File: config.mk
export PLATFORM = sky130hd
export DESIGN_NAME = dma_chan_ctrl
export DESIGN_NICKNAME = d
export VERILOG_FILES = /design/src/rtl/dma_chan_pkg.sv /design/src/rtl/dma_chan_regs.sv /design/src/rtl/dma_chan_seq.sv /design/src/rtl/dma_chan_irq.sv /design/src/rtl/dma_chan_ctrl.sv
export SDC_FILE = /design/constraint.sdc
export NUM_CORES = 1
export LEC_CHECK = 0
export ABC_AREA = 1
export ABC_CLOCK_PERIOD_IN_PS = 1900
export BUFFER_PORTS_ARGS = -buffer_cell sky130_fd_sc_hd__buf_2
export CORE_UTILIZATION = 48
export CTS_CLUSTER_SIZE = 20
export DETAILED_ROUTE_END_ITERATION = 16
export GPL_TIMING_DRIVEN = 0
export PLACE_DENSITY = 0.81
export SLEW_MARGIN = 5
export SYNTH_ARGS = -nofsm -noshare
export SYNTH_HDL_FRONTEND = slang
export SYNTH_SLANG_ARGS = --single-unit
File: constraint.sdc
create_clock -name clk -period 1.9 [get_ports clk]
set_clock_uncertainty 0.15 [all_clocks]
set_input_delay 0 -clock clk [delete_from_list [all_inputs] [get_ports clk]]
set_output_delay 0 -clock clk [all_outputs]
set_load 0.03 [all_outputs]
File: src/rtl/dma_chan_pkg.sv
package dma_chan_pkg;

    typedef enum logic [1:0] {
        ST_IDLE    = 2'd0,
        ST_ARMED   = 2'd1,
        ST_ISSUE   = 2'd2,
        ST_WAIT_RD = 2'd3
    } seq_state_e;

    localparam int unsigned CTRL_EN_BIT   = 0;
    localparam int unsigned CTRL_DONE_BIT = 1;
    localparam int unsigned CTRL_IE_BIT   = 2;
    localparam int unsigned CTRL_BITS     = 3;

    localparam int unsigned REG_CTRL_ADDR  = 0;
    localparam int unsigned REG_COUNT_ADDR = 1;

endpackage

File: src/rtl/dma_chan_regs.sv
module dma_chan_regs
    import dma_chan_pkg::*;
#(
    parameter int unsigned DATA_W  = 32,
    parameter int unsigned COUNT_W = 16,
    parameter int unsigned ADDR_W  = 2
) (
    input  logic               clk,
    input  logic               rst_n,
    input  logic               bus_wr,
    input  logic               bus_rd,
    input  logic [ADDR_W-1:0]  bus_addr,
    input  logic [DATA_W-1:0]  bus_wdata,
    output logic [DATA_W-1:0]  bus_rdata,
    input  logic               issue,
    output logic               chan_en,
    output logic               irq_en,
    output logic               done_flag,
    output logic [COUNT_W-1:0] count_q
);

    localparam logic [ADDR_W-1:0]  CTRL_A  = ADDR_W'(REG_CTRL_ADDR);
    localparam logic [ADDR_W-1:0]  COUNT_A = ADDR_W'(REG_COUNT_ADDR);
    localparam logic [COUNT_W-1:0] ONE     = COUNT_W'(1);

    logic sel_ctrl, sel_count;
    logic wr_ctrl, rd_ctrl, wr_count;
    logic clr_armed;
    logic done_clear, final_issue;
    logic unused_wdata_hi;

    assign sel_ctrl    = (bus_addr == CTRL_A);
    assign sel_count   = (bus_addr == COUNT_A);
    assign wr_ctrl     = bus_wr & sel_ctrl;
    assign rd_ctrl     = bus_rd & sel_ctrl;
    assign wr_count    = bus_wr & sel_count;
    assign done_clear  = wr_ctrl & ~bus_wdata[CTRL_DONE_BIT] & clr_armed & done_flag;
    assign final_issue = issue & (count_q == ONE);
    assign unused_wdata_hi = ^bus_wdata[DATA_W-1:COUNT_W];

    // Control bits written directly by software
    always_ff @(posedge clk) begin
        if (!rst_n) begin
            chan_en <= 1'b0;
            irq_en  <= 1'b0;
        end else if (wr_ctrl) begin
            chan_en <= bus_wdata[CTRL_EN_BIT];
            irq_en  <= bus_wdata[CTRL_IE_BIT];
        end
    end

    // Clear arm: a control read captures whether the flag was seen as 1
    always_ff @(posedge clk) begin
        if (!rst_n) begin
            clr_armed <= 1'b0;
        end else if (rd_ctrl) begin
            clr_armed <= done_flag;
        end else if (done_clear) begin
            clr_armed <= 1'b0;
        end
    end

    // Done flag: set at the start of the final transfer, cleared by the two-step sequence
    always_ff @(posedge clk) begin
        if (!rst_n) begin
            done_flag <= 1'b0;
        end else if (final_issue) begin
            done_flag <= 1'b1;
        end else if (done_clear) begin
            done_flag <= 1'b0;
        end
    end

    // Transfer counter: a load takes priority over the decrement
    always_ff @(posedge clk) begin
        if (!rst_n) begin
            count_q <= '0;
        end else if (wr_count) begin
            count_q <= bus_wdata[COUNT_W-1:0];
        end else if (issue) begin
            count_q <= count_q - ONE;
        end
    end

    always_comb begin
        bus_rdata = '0;
        if (sel_ctrl) begin
            bus_rdata[CTRL_EN_BIT]   = chan_en;
            bus_rdata[CTRL_DONE_BIT] = done_flag;
            bus_rdata[CTRL_IE_BIT]   = irq_en;
        end else if (sel_count) begin
            bus_rdata[COUNT_W-1:0] = count_q;
        end
    end

endmodule

File: src/rtl/dma_chan_seq.sv
module dma_chan_seq
    import dma_chan_pkg::*;
(
    input  logic clk,
    input  logic rst_n,
    input  logic chan_en,
    input  logic glb_enable,
    input  logic done_flag,
    input  logic nmi_fault,
    input  logic addr_fault,
    input  logic mode_ext,
    input  logic ext_req,
    input  logic rd_done,
    output logic grant,
    output logic waiting_rd
);

    seq_state_e state_q, state_d;
    logic permit, req_ok;

    assign permit = chan_en & glb_enable & ~done_flag & ~nmi_fault & ~addr_fault;
    assign req_ok = ~mode_ext | ext_req;

    always_ff @(posedge clk) begin
        if (!rst_n) begin
            state_q <= ST_IDLE;
        end else begin
            state_q <= state_d;
        end
    end

    always_comb begin
        state_d = state_q;
        unique case (state_q)
            ST_IDLE: begin
                if (permit) state_d = ST_ARMED;
            end
            ST_ARMED: begin
                if (!permit)     state_d = ST_IDLE;
                else if (req_ok) state_d = ST_ISSUE;
            end
            ST_ISSUE: begin
                state_d = ST_WAIT_RD;
            end
            ST_WAIT_RD: begin
                if (rd_done) state_d = permit ? ST_ARMED : ST_IDLE;
            end
            default: state_d = ST_IDLE;
        endcase
    end

    always_comb begin
        grant      = 1'b0;
        waiting_rd = 1'b0;
        unique case (state_q)
            ST_ISSUE:   grant      = 1'b1;
            ST_WAIT_RD: waiting_rd = 1'b1;
            default: begin
                grant      = 1'b0;
                waiting_rd = 1'b0;
            end
        endcase
    end

endmodule

File: src/rtl/dma_chan_irq.sv
module dma_chan_irq (
    input  logic clk,
    input  logic rst_n,
    input  logic done_flag,
    input  logic irq_en,
    input  logic waiting_rd,
    input  logic rd_done,
    output logic irq_out
);

    logic final_read_seen;

    // Records that the read of the final transfer has ended; forgotten with the flag
    always_ff @(posedge clk) begin
        if (!rst_n) begin
            final_read_seen <= 1'b0;
        end else if (!done_flag) begin
            final_read_seen <= 1'b0;
        end else if (waiting_rd && rd_done) begin
            final_read_seen <= 1'b1;
        end
    end

    assign irq_out = final_read_seen & done_flag & irq_en;

endmodule

File: src/rtl/dma_chan_ctrl.sv
module dma_chan_ctrl #(
    parameter int unsigned DATA_W  = 32,
    parameter int unsigned COUNT_W = 16,
    parameter int unsigned ADDR_W  = 2
) (
    input  logic              clk,
    input  logic              rst_n,
    input  logic              bus_wr,
    input  logic              bus_rd,
    input  logic [ADDR_W-1:0] bus_addr,
    input  logic [DATA_W-1:0] bus_wdata,
    output logic [DATA_W-1:0] bus_rdata,
    input  logic              glb_enable,
    input  logic              glb_nmi_fault,
    input  logic              glb_addr_fault,
    input  logic              mode_ext,
    input  logic              ext_req,
    input  logic              rd_done,
    output logic              xfer_grant,
    output logic              irq_out
);

    logic               chan_en, irq_en, done_flag, waiting_rd;
    logic [COUNT_W-1:0] count_q;

    dma_chan_regs #(
        .DATA_W  (DATA_W),
        .COUNT_W (COUNT_W),
        .ADDR_W  (ADDR_W)
    ) u_regs (
        .clk       (clk),
        .rst_n     (rst_n),
        .bus_wr    (bus_wr),
        .bus_rd    (bus_rd),
        .bus_addr  (bus_addr),
        .bus_wdata (bus_wdata),
        .bus_rdata (bus_rdata),
        .issue     (xfer_grant),
        .chan_en   (chan_en),
        .irq_en    (irq_en),
        .done_flag (done_flag),
        .count_q   (count_q)
    );

    dma_chan_seq u_seq (
        .clk        (clk),
        .rst_n      (rst_n),
        .chan_en    (chan_en),
        .glb_enable (glb_enable),
        .done_flag  (done_flag),
        .nmi_fault  (glb_nmi_fault),
        .addr_fault (glb_addr_fault),
        .mode_ext   (mode_ext),
        .ext_req    (ext_req),
        .rd_done    (rd_done),
        .grant      (xfer_grant),
        .waiting_rd (waiting_rd)
    );

    dma_chan_irq u_irq (
        .clk        (clk),
        .rst_n      (rst_n),
        .done_flag  (done_flag),
        .irq_en     (irq_en),
        .waiting_rd (waiting_rd),
        .rd_done    (rd_done),
        .irq_out    (irq_out)
    );

endmodule

==> results.yml, run 1 <==
synth:
  yosysUniqueCellTypes: 31
  synth_top_area_share: 0.2557
  synth_area_leaders: "dfxtp_1 26%, nand2_1 13%, nor2_1 9.6%"
  synth_area_mm2: 0.001800
  syn_inst: 294
  ys_ff_latch: 23
  syn_avg_cell_area_um2: 6.124
  synth_top_area_cell: "dfxtp_1"
  synth-seq-area-share: 0.2557
  synth_warnings: 0
die:
  start_util: 0.5191
  dieArea_mm2: 0.004000
  die_x_um: 63.25
  rows: 21
  boundaryPins: 78
  die_h_um: 63.25
  coreArea_mm2: 0.003468
sta:
  maxSlewViolCount: 0
  hold_viol_final: 0
  whs_ns: 0.04881
  fmax_mhz: 539.6
  period_share: 0.9754
  setup_viol: 0
  min_period_ns: 1.853
critical_path:
  reg2reg_depth: 4
  crit_path_max_fanout: 4
  r2r_start: "u_regs.done_flag"
  path_cells: "dlygate4sd3_1, buf_2, nand2_1, nor3b_1, nand2_1, nand3_1, a21oi_1, dlygate4sd3_1"
  cp.arrival_ns: 1.87
  r2r_slack_ns: 0.06
  slowest_stage: "dlygate4sd3_1"
  max_stage_delay_ns: 0.55
  setup.worst_path.end_class: "flip-flop"
  r2r-end: "u_regs.clr_armed"
  crit_type: "in2reg"
  crit_path_start_kind: "primary input"
  critical_path_required_ns: 1.92
final_layout:
  synthToLayoutAreaGrowth_pct: 36.00
  antenna_cells: 0
  regArea_um2: 461.7
  multiInputGateArea_mm2: 0.001047
  drive_gt1_frac: 0.2552
  num-fill-cells: 327
  finalNetCount: 431
global_route:
  antenna_found_initial: 0
  grt_pass1_wl_um: 8066
  grt_pass1_vias: 1876
  grt_start_max_net_pins: 15
  grt_overflow: 0
  grt_use_total: 0.2529
clocking:
  cts_buffer_depth: 2
  cts_root_buf: "clkbuf_8"
  cts_buffers: 3
  clk_pin_slew_ns: 0.09
  cts_tree: "built"
  clk_latency_ns: 0.27
  clock_sinks: 23
  htreeDepth: 1
power:
  p_per_area_mw_per_mm2: 536.5
  ir_worst_vdd_v: 0.0003865
  power.internal_mw: 0.8307
  sequentialPowerShare: 0.406
  power_frac_clock: 0.248
  switching_share: 0.3677
  cellLeakagePower_nw: 1.243
  fin_total_pwr_mw: 1.314
  power.switching_mw: 0.4830
  pwr-share-comb: 0.346
detailed_routing:
  first_pass_iters: 7
  wl_per_cell_um: 11.55
  viasPerCell: 4.928
  drt_iter0_drc: 155
  wl_um: 4965
  ant_nets: 0
  vias: 2119
  drc: 0
placed_design:
  port-buffer-count: 45
  hpwlAfterDp_um: 3431
  gp_congestion: 0.9008
hold_path:
  hold_path_class: "in2reg"
  hold_start: "bus_addr[1]"
  min_delay_path_depth: 5
  hold_end: "u_regs.irq_en"
flow_run:
  drv_cap: 0
run_status:
  status: "complete, no violations"
-- final cells by class --
class	instances	share of cell area
tap	46	0.02351
multi-input combinational	216	0.4277
clock buffer	3	0.01686
inverter	47	0.07307
sequential	23	0.1886
buffer	23	0.07000
clock inverter	1	0.003066
timing repair buffer	71	0.1972
-- power by group through the flow --
stage                     registers, mW  clock network (mW)  logic, mW
final                             0.533               0.326      0.455
after global routing              0.537               0.344      0.498
after CTS                         0.532               0.325      0.447
after detailed placement          0.543                   0      0.406
after global placement            0.543                   0      0.400
after floorplan                   0.537                   0      0.319
-- state kept, by name, summed over array words and instances, names as in the netlist, named ones only --
signal	cells
u_regs.count_q	16
u_irq.final_read_seen	1
u_regs.chan_en	1
u_regs.clr_armed	1
u_regs.done_flag	1
u_regs.irq_en	1
u_seq.state_q	1
-- logic make-up after synthesis --
group	synth area share
adders and majority gates	0.01390
and+or+nand+nor	0.4274
buffers and inverters	0.1939
DFF	0.2557
other	0.002083
AOI/OAI and AO/OA	0.1070
-- cells in the mapped netlist (all sizes together) --
| cell type | count |
|---|---|
| nand2 | 66 |
| nor2 | 55 |
| inv | 47 |
| nand3 | 32 |
| dfxtp | 23 |
| buf | 21 |
| a21oi | 12 |
| o21ai | 11 |
| nand4 | 6 |
| o22ai | 4 |
| a31oi | 3 |
| o211ai | 3 |
| clkbuf | 2 |
| ha | 2 |
| nor3 | 2 |
| a211oi | 1 |
| conb | 1 |
| nor3b | 1 |
| nor4 | 1 |
| or2 | 1 |
-- worst max-delay path: cells and delay by family --
| family | cells | cell delay, ns |
|---|---|---|
| buf+inv | 3 | 1.20 |
| simple gates | 4 | 0.61 |
| compound gates | 1 | 0.06 |
-- cell usage in the layout, fill, tap and decap left out, drive strengths merged --
cell type    instances
or2                  1
buf                 67
nor3                 2
o21ai               11
nor4                 1
conb                16
nand2               66
a211oi               1
a31oi                3
nor2                55
inv                 47
dlygate4sd3         25
clkbuf               5
clkinvlp             1
nand4                6
o211ai               3
nand3               32
dfxtp               23
o22ai                4
ha                   2
nor3b                1
a21oi               12
-- worst max-delay path by stage --
| stage | from | endpoint | slack (ns) | depth (start not counted) |
|---|---|---|---|---|
| floorplan | u_regs.count_q[0] | u_regs.count_q[12] | 0.45 | 11 |
| global placement | u_regs.count_q[0] | u_regs.count_q[12] | 0.32 | 11 |
| detailed placement | u_regs.count_q[0] | u_regs.count_q[12] | 0.31 | 11 |
| CTS | rst_n | u_regs.clr_armed | 0.02 | 6 |
| global route | bus_wr | u_regs.clr_armed | -0.04 | 8 |
| finish | bus_wr | u_regs.clr_armed | 0.05 | 8 |
-- metrics by stage --
step / setup TNS (ns) / instances / area [µm²] / utilization / worst slack (ns)
after floorplan: 0 / 309 / 1857 / - / 0.4485
after global placement: 0 / 400 / 2140 / 0.6169 / 0.3230
after detailed placement: 0 / 400 / 2140 / 0.6169 / 0.3078
after CTS: 0 / 429 / 2439 / 0.7031 / 0.02455
after global routing: -0.03705 / 430 / 2449 / 0.7060 / -0.03705
final: 0 / 430 / 2449 / 0.7060 / 0.04668
-- repair_timing --
| item | 4_1_cts | 5_1_grt |
|---|---|---|
| hold buffers | 25 | 0 |
| endpoints found under the hold margin | 22 | 0 |
| endpoints found under the setup margin | 0 | 1 |
| setup buffers | 0 | 1 |
| gates resized for setup | 0 | 3 |
-- layer usage --
layer  part of all wire  global-route usage
met1               0.42              0.3226
met3              0.083             0.03986
met4              0.019             0.08523
met2               0.48              0.4301
met5                  0                   0
No activity file was read; power rests on OpenSTA's default activity.
==> run 2: changes to the inputs <==
--- a/config.mk
+++ b/config.mk
@@ -5,14 +5,14 @@
 export SDC_FILE = /design/constraint.sdc
 export NUM_CORES = 1
 export LEC_CHECK = 0
-export ABC_AREA = 1
 export ABC_CLOCK_PERIOD_IN_PS = 1900
 export BUFFER_PORTS_ARGS = -buffer_cell sky130_fd_sc_hd__buf_2
-export CORE_UTILIZATION = 48
+export CORE_UTILIZATION = 44
 export CTS_CLUSTER_SIZE = 20
 export DETAILED_ROUTE_END_ITERATION = 16
 export GPL_TIMING_DRIVEN = 0
-export PLACE_DENSITY = 0.81
+export HOLD_SLACK_MARGIN = 0.02
+export PLACE_DENSITY = 0.79
 export SLEW_MARGIN = 5
 export SYNTH_ARGS = -nofsm -noshare
 export SYNTH_HDL_FRONTEND = slang
==> run 2 against run 1 <==
  * Critical path depth is 4 lower
  * Highest routed layer unchanged
  * Total power fell by 16%
  * Synthesized cell count down 37%
  * Largest power group unchanged
  * Sequential share of layout area grew 1.5 points
  * The run now ends with setup timing left
  * Sequential power fell by 1%
  * Final cell count shrank 23%
  * Global-route usage fell by 0.77 points
  * Die area decreased by 12%
  * Maximum frequency shrank 15%
==> results.yml, run 2 <==
final_layout:
  final_common_cell: "buf_2"
  fin_util: 0.7528
  synthToLayoutAreaGrowth_pct: 60.07
  multiInputGateArea_um2: 973.4
  drive_gt1_frac: 0.3614
  design_area_mm2: 0.002317
  top_register: "u_regs.count_q"
  regArea_um2: 471.7
  antenna_cells: 0
  layout_common_cells: "44 x buf_2, 33 x dlygate4sd3_1, 25 x buf_4"
  stdcell_count: 329
  finalNetCount: 332
  largest_reg_flops: 16
  num-fill-cells: 228
global_route:
  grt_use_total: 0.2452
  grt_overflow: 0
  grt_start_max_net_pins: 13
  grt_pass1_wl_um: 6596
  grt_pass1_vias: 1518
  antenna_found_initial: 0
power:
  fin_total_pwr_mw: 1.108
  cellLeakagePower_nw: 1.002
  p_per_area_mw_per_mm2: 478.0
  ir_worst_vdd_v: 0.0004899
placed_design:
  port-buffer-count: 44
  dp.cells: 287
  pre_cts_slack_ns: -0.3614
  dpl_cell_area_mm2: 0.001787
  hpwlAfterDp_um: 2437
  gp_congestion: 0.7593
critical_path:
  r2r-end: "u_regs.count_q[14]"
  cp.arrival_ns: 2.28
  setup.worst_path.end_class: "flip-flop"
  reg2reg_depth: 4
  crit_path_start_kind: "flip-flop"
  r2r_start: "u_regs.count_q[8]"
  crit_type: "reg2reg"
  crit_path_max_fanout: 5
  r2r_slack_ns: -0.28
  critical_path_required_ns: 2.00
synth:
  syn_inst: 184
  synth_top_area_share: 0.3181
  synth_area_leaders: "dfxtp_1 32%, buf_4 8.8%, o21ai_0 6.2%"
  synth_area_mm2: 0.001448
  synth_warnings: 0
  synthArstFlopShare: 0
  synth-edff-count: 0
  ys_ff_latch: 23
  synth-seq-area-share: 0.3181
  ys.flop_type: "dfxtp_1"
  yosys-top-cells-count: "23 x dfxtp_1, 18 x o21ai_0, 17 x buf_4"
  synth.most_common_cell: "dfxtp_1"
  yosysUniqueCellTypes: 42
  syn_avg_cell_area_um2: 7.868
  synth_top_area_cell: "dfxtp_1"
clocking:
  clock_sinks: 23
  clk_pin_slew_ns: 0.13
  clk_latency_ns: 0.31
  cts_tree: "built"
  htreeDepth: 1
  cts_buffers: 3
  cts_root_buf: "clkbuf_4"
  cts_buffer_depth: 2
sta:
  fmax_mhz: 457.9
  min_period_ns: 2.184
  setup_viol: 6
  setup_tns_ns: -1.130
  fin_ws_ns: -0.2838
  grt_setup_unrepaired: "true"
  hold_viol_final: 0
  whs_ns: 0.004471
  period_share: 1.149
  maxSlewViolCount: 0
run_status:
  violations: "setup timing"
  status: "finished, violations left"
detailed_routing:
  drt_iter0_drc: 72
  drc: 0
  viasPerCell: 5.079
  vias: 1671
  wl_met2_um: 2175
  wl_per_cell_um: 12.99
  wl_met3_um: 204
  dr.max_layer_used: "met4"
  ant_nets: 0
  wl_met1_um: 1836
  first_pass_iters: 4
  wl_um: 4273
hold_path:
  min_delay_path_depth: 5
  hold_path_class: "in2reg"
  hold_end: "u_seq.state_q[0]"
  hold_start: "glb_enable"
flow_run:
  drv_cap: 0
die:
  die_h_um: 59.36
  start_util: 0.4703
  die_x_um: 59.36
  rows: 20
  dieArea_mm2: 0.003524
  coreArea_mm2: 0.003078
  boundaryPins: 78
run 2: timing repair:
item | CTS | global route
pin swaps | 7 | 4
buffers inserted | 7 | 1
hold endpoints to repair | 23 | 2
setup endpoints to repair | 6 | 16
hold buffers | 34 | 2
gates resized for setup | 11 | 21
run 2: cells by family (layout without fill, tap and decap cells):
| kind of cell | count (synthesis) | count (layout) | share of synthesized area |
|---|---|---|---|
| compound gates | 47 | 47 | 0.1902 |
| xor+xnor | 8 | 8 | 0.04840 |
| fa+ha+maj | 2 | 2 | 0.01728 |
| buf+inv | 30 | 116 | 0.1288 |
| flops | 23 | 23 | 0.3181 |
| mux | 3 | 3 | 0.02074 |
| other cells | 1 | 16 | 0.002590 |
| simple gates | 70 | 70 | 0.2740 |
run 2: worst max-delay path: stages, from the launching register on:
cell and delay, ns:
dfxtp_4 0.36, or4_4 0.54, or4_4 0.52, or4_4 0.42, a31oi_1 0.13
run 2: worst max path at each step:
stage / slack, ns / from / cells after the start / to
floorplan: -0.29 / u_regs.count_q[6] / 5 / u_regs.count_q[14]
global placement: -0.35 / u_regs.count_q[6] / 5 / u_regs.count_q[14]
detailed placement: -0.36 / u_regs.count_q[6] / 5 / u_regs.count_q[14]
CTS: -0.26 / u_regs.count_q[8] / 4 / u_regs.count_q[14]
global route: -0.34 / u_regs.count_q[8] / 4 / u_regs.count_q[14]
finish: -0.28 / u_regs.count_q[8] / 4 / u_regs.count_q[14]
run 2: where the power goes:
group          internal, mW  leakage (nW)  switching [mW]
Clock                0.0820        0.0150           0.150
Combinational         0.176         0.796           0.173
Sequential            0.501         0.191          0.0251
run 2: area by class of cell:
class / count / share of cell area
Clock buffer: 4 / 0.01134
Tap cell: 44 / 0.02376
Sequential cell: 23 / 0.2036
Timing Repair Buffer: 85 / 0.2662
Buffer: 23 / 0.06857
Inverter: 4 / 0.006479
Multi-Input combinational cell: 146 / 0.4201
run 2: layer usage:
metal | global-route usage | up-vias
met5 | 0 | -
met2 | 0.4398 | 63
met1 | 0.3011 | 776
met3 | 0.05022 | 8
met4 | 0.04762 | 0
li1 | - | 824
==> run 3: changes to the inputs <==
--- a/config.mk
+++ b/config.mk
@@ -12,7 +12,7 @@
 export DETAILED_ROUTE_END_ITERATION = 16
 export GPL_TIMING_DRIVEN = 0
 export HOLD_SLACK_MARGIN = 0.02
-export PLACE_DENSITY = 0.79
+export PLACE_DENSITY = 0.91
 export SLEW_MARGIN = 5
 export SYNTH_ARGS = -nofsm -noshare
 export SYNTH_HDL_FRONTEND = slang
==> run 3 against run 2 <==
  * The run still ends with setup timing left
  * Setup slack worse by 0.037 ns
  * Core utilization up 0.20 points
  * Largest power group unchanged
  * Sequential share of layout area down 0.055 points
  * Via count up 2.2%
==> results.yml, run 3 (synthesis gave the netlist of run 2 again) <==
run_status:
  status: "finished, violations left"
  violations: "setup timing"
critical_path:
  crit_path_start_kind: "flip-flop"
  critical_path_required_ns: 2.03
  crit_type: "reg2reg"
  crit_path_max_fanout: 4
  setup.worst_path.end_class: "flip-flop"
  cp.arrival_ns: 2.35
final_layout:
  top_register: "u_regs.count_q"
  design_area_mm2: 0.002323
  num-fill-cells: 206
  final_common_cell: "buf_2"
  largest_reg_flops: 16
  synthToLayoutAreaGrowth_pct: 60.50
  finalNetCount: 335
  antenna_cells: 0
  layout_common_cells: "44 x buf_2, 36 x dlygate4sd3_1, 25 x buf_4"
  drive_gt1_frac: 0.3542
placed_design:
  port-buffer-count: 44
  hpwlAfterDp_um: 2447
  dpl_cell_area_mm2: 0.001787
  pre_cts_slack_ns: -0.3595
  gp_congestion: 0.7979
sta:
  fmax_mhz: 450.4
  fin_ws_ns: -0.3205
  grt_setup_unrepaired: "true"
  setup_viol: 5
  hold_viol_final: 0
  maxSlewViolCount: 0
  setup_tns_ns: -1.057
  period_share: 1.169
  min_period_ns: 2.220
power:
  ir_worst_vdd_v: 0.0004088
  p_per_area_mw_per_mm2: 484.1
  cellLeakagePower_nw: 1.022
  fin_total_pwr_mw: 1.125
detailed_routing:
  wl_per_cell_um: 14.30
  ant_nets: 0
  drc: 0
  viasPerCell: 5.142
  drt_iter0_drc: 89
  vias: 1707
  first_pass_iters: 4
  wl_um: 4748
die:
  boundaryPins: 78
  coreArea_mm2: 0.003078
  die_h_um: 59.36
  rows: 20
  dieArea_mm2: 0.003524
  die_x_um: 59.36
  start_util: 0.4703
clocking:
  htreeDepth: 1
  clk_latency_ns: 0.34
  clk_pin_slew_ns: 0.14
  clock_sinks: 23
  cts_buffers: 3
  cts_buffer_depth: 2
  cts_root_buf: "clkbuf_4"
  cts_tree: "built"
global_route:
  antenna_found_initial: 0
  grt_use_total: 0.2681
  grt_pass1_wl_um: 7044
  grt_overflow: 0
  grt_pass1_vias: 1546
  grt_start_max_net_pins: 14
flow_run:
  drv_cap: 0
hold_path:
  hold_path_class: "in2reg"
==> run 3: changes by cell type in the layout (fill, tap and decap cells not counted), moves of 2 or more <==
cell           change
or4_4              -2
clkbuf_2           +2
clkbuf_1           -2
dlygate4sd3_1      +3
or4_1              +2
==> run 3: area by class of cell <==
class / instances / area [µm²] / area share
clock inverters: 1 / 5.005 / 0.002154
clock buffers: 3 / 22.52 / 0.009693
inverters: 4 / 15.01 / 0.006462
well taps: 44 / 55.05 / 0.02369
repair buffers: 87 / 635.6 / 0.2736
flip-flops and latches: 23 / 471.7 / 0.2030
multi-input cells: 146 / 953.4 / 0.4103
plain buffers: 24 / 165.2 / 0.07108
==> run 3: worst paths after layout <==
kind / depth (start not counted) / from / endpoint / slack [ns]
worst max-delay path: 4 / u_regs.count_q[8] / u_regs.count_q[14] / -0.32
worst min-delay path: 5 / mode_ext / flip-flop / 0.04
worst min register to register: 2 / u_regs.count_q[15] / u_regs.count_q[15] / 0.37
worst max register to register: 4 / u_regs.count_q[8] / u_regs.count_q[14] / -0.32
==> run 3: power breakdown <==
group | leakage [nW] | total (mW) | internal (mW) | switching, mW
clock network | 0.0177 | 0.247 | 0.0794 | 0.167
registers | 0.191 | 0.527 | 0.502 | 0.0254
logic | 0.813 | 0.351 | 0.174 | 0.177
==> run 3: through the flow <==
stage | utilization | cells | hold slack (ns)
after global routing | 0.7549 | 332 | 0.1192
final | 0.7549 | 332 | 0.03913
after detailed placement | 0.5805 | 287 | 0.1223
after global placement | 0.5805 | 287 | 0.1229
after floorplan | - | 199 | -0.03821
after CTS | 0.7276 | 331 | 0.05933
==> run 3: what timing repair did <==
item / in CTS / in global routing
endpoints found under the hold margin: 23 / 2
hold buffers: 36 / 2
endpoints found under the setup margin: 7 / 17
gates resized for setup: 10 / 19
setup buffers: 5 / 2
pin swaps: 7 / 5
==> run 3: worst max-delay path: stages, from the launching register on <==
cell and delay [ns]:
dfxtp_4 0.37, or4_4 0.54, or4_4 0.52, or4_1 0.41, a31oi_1 0.18
==> run 3: per-layer routing <==
| layer | routed length (µm) | global-route usage | part of all wire | vias up |
|---|---|---|---|---|
| met2 | 2333 | 0.4543 | 0.49 | 83 |
| li1 | - | - | - | 827 |
| met4 | 190 | 0.09184 | 0.040 | 0 |
| met1 | 1884 | 0.3266 | 0.40 | 773 |
| met5 | 0 | 0 | 0 | - |
| met3 | 340 | 0.06987 | 0.072 | 24 |
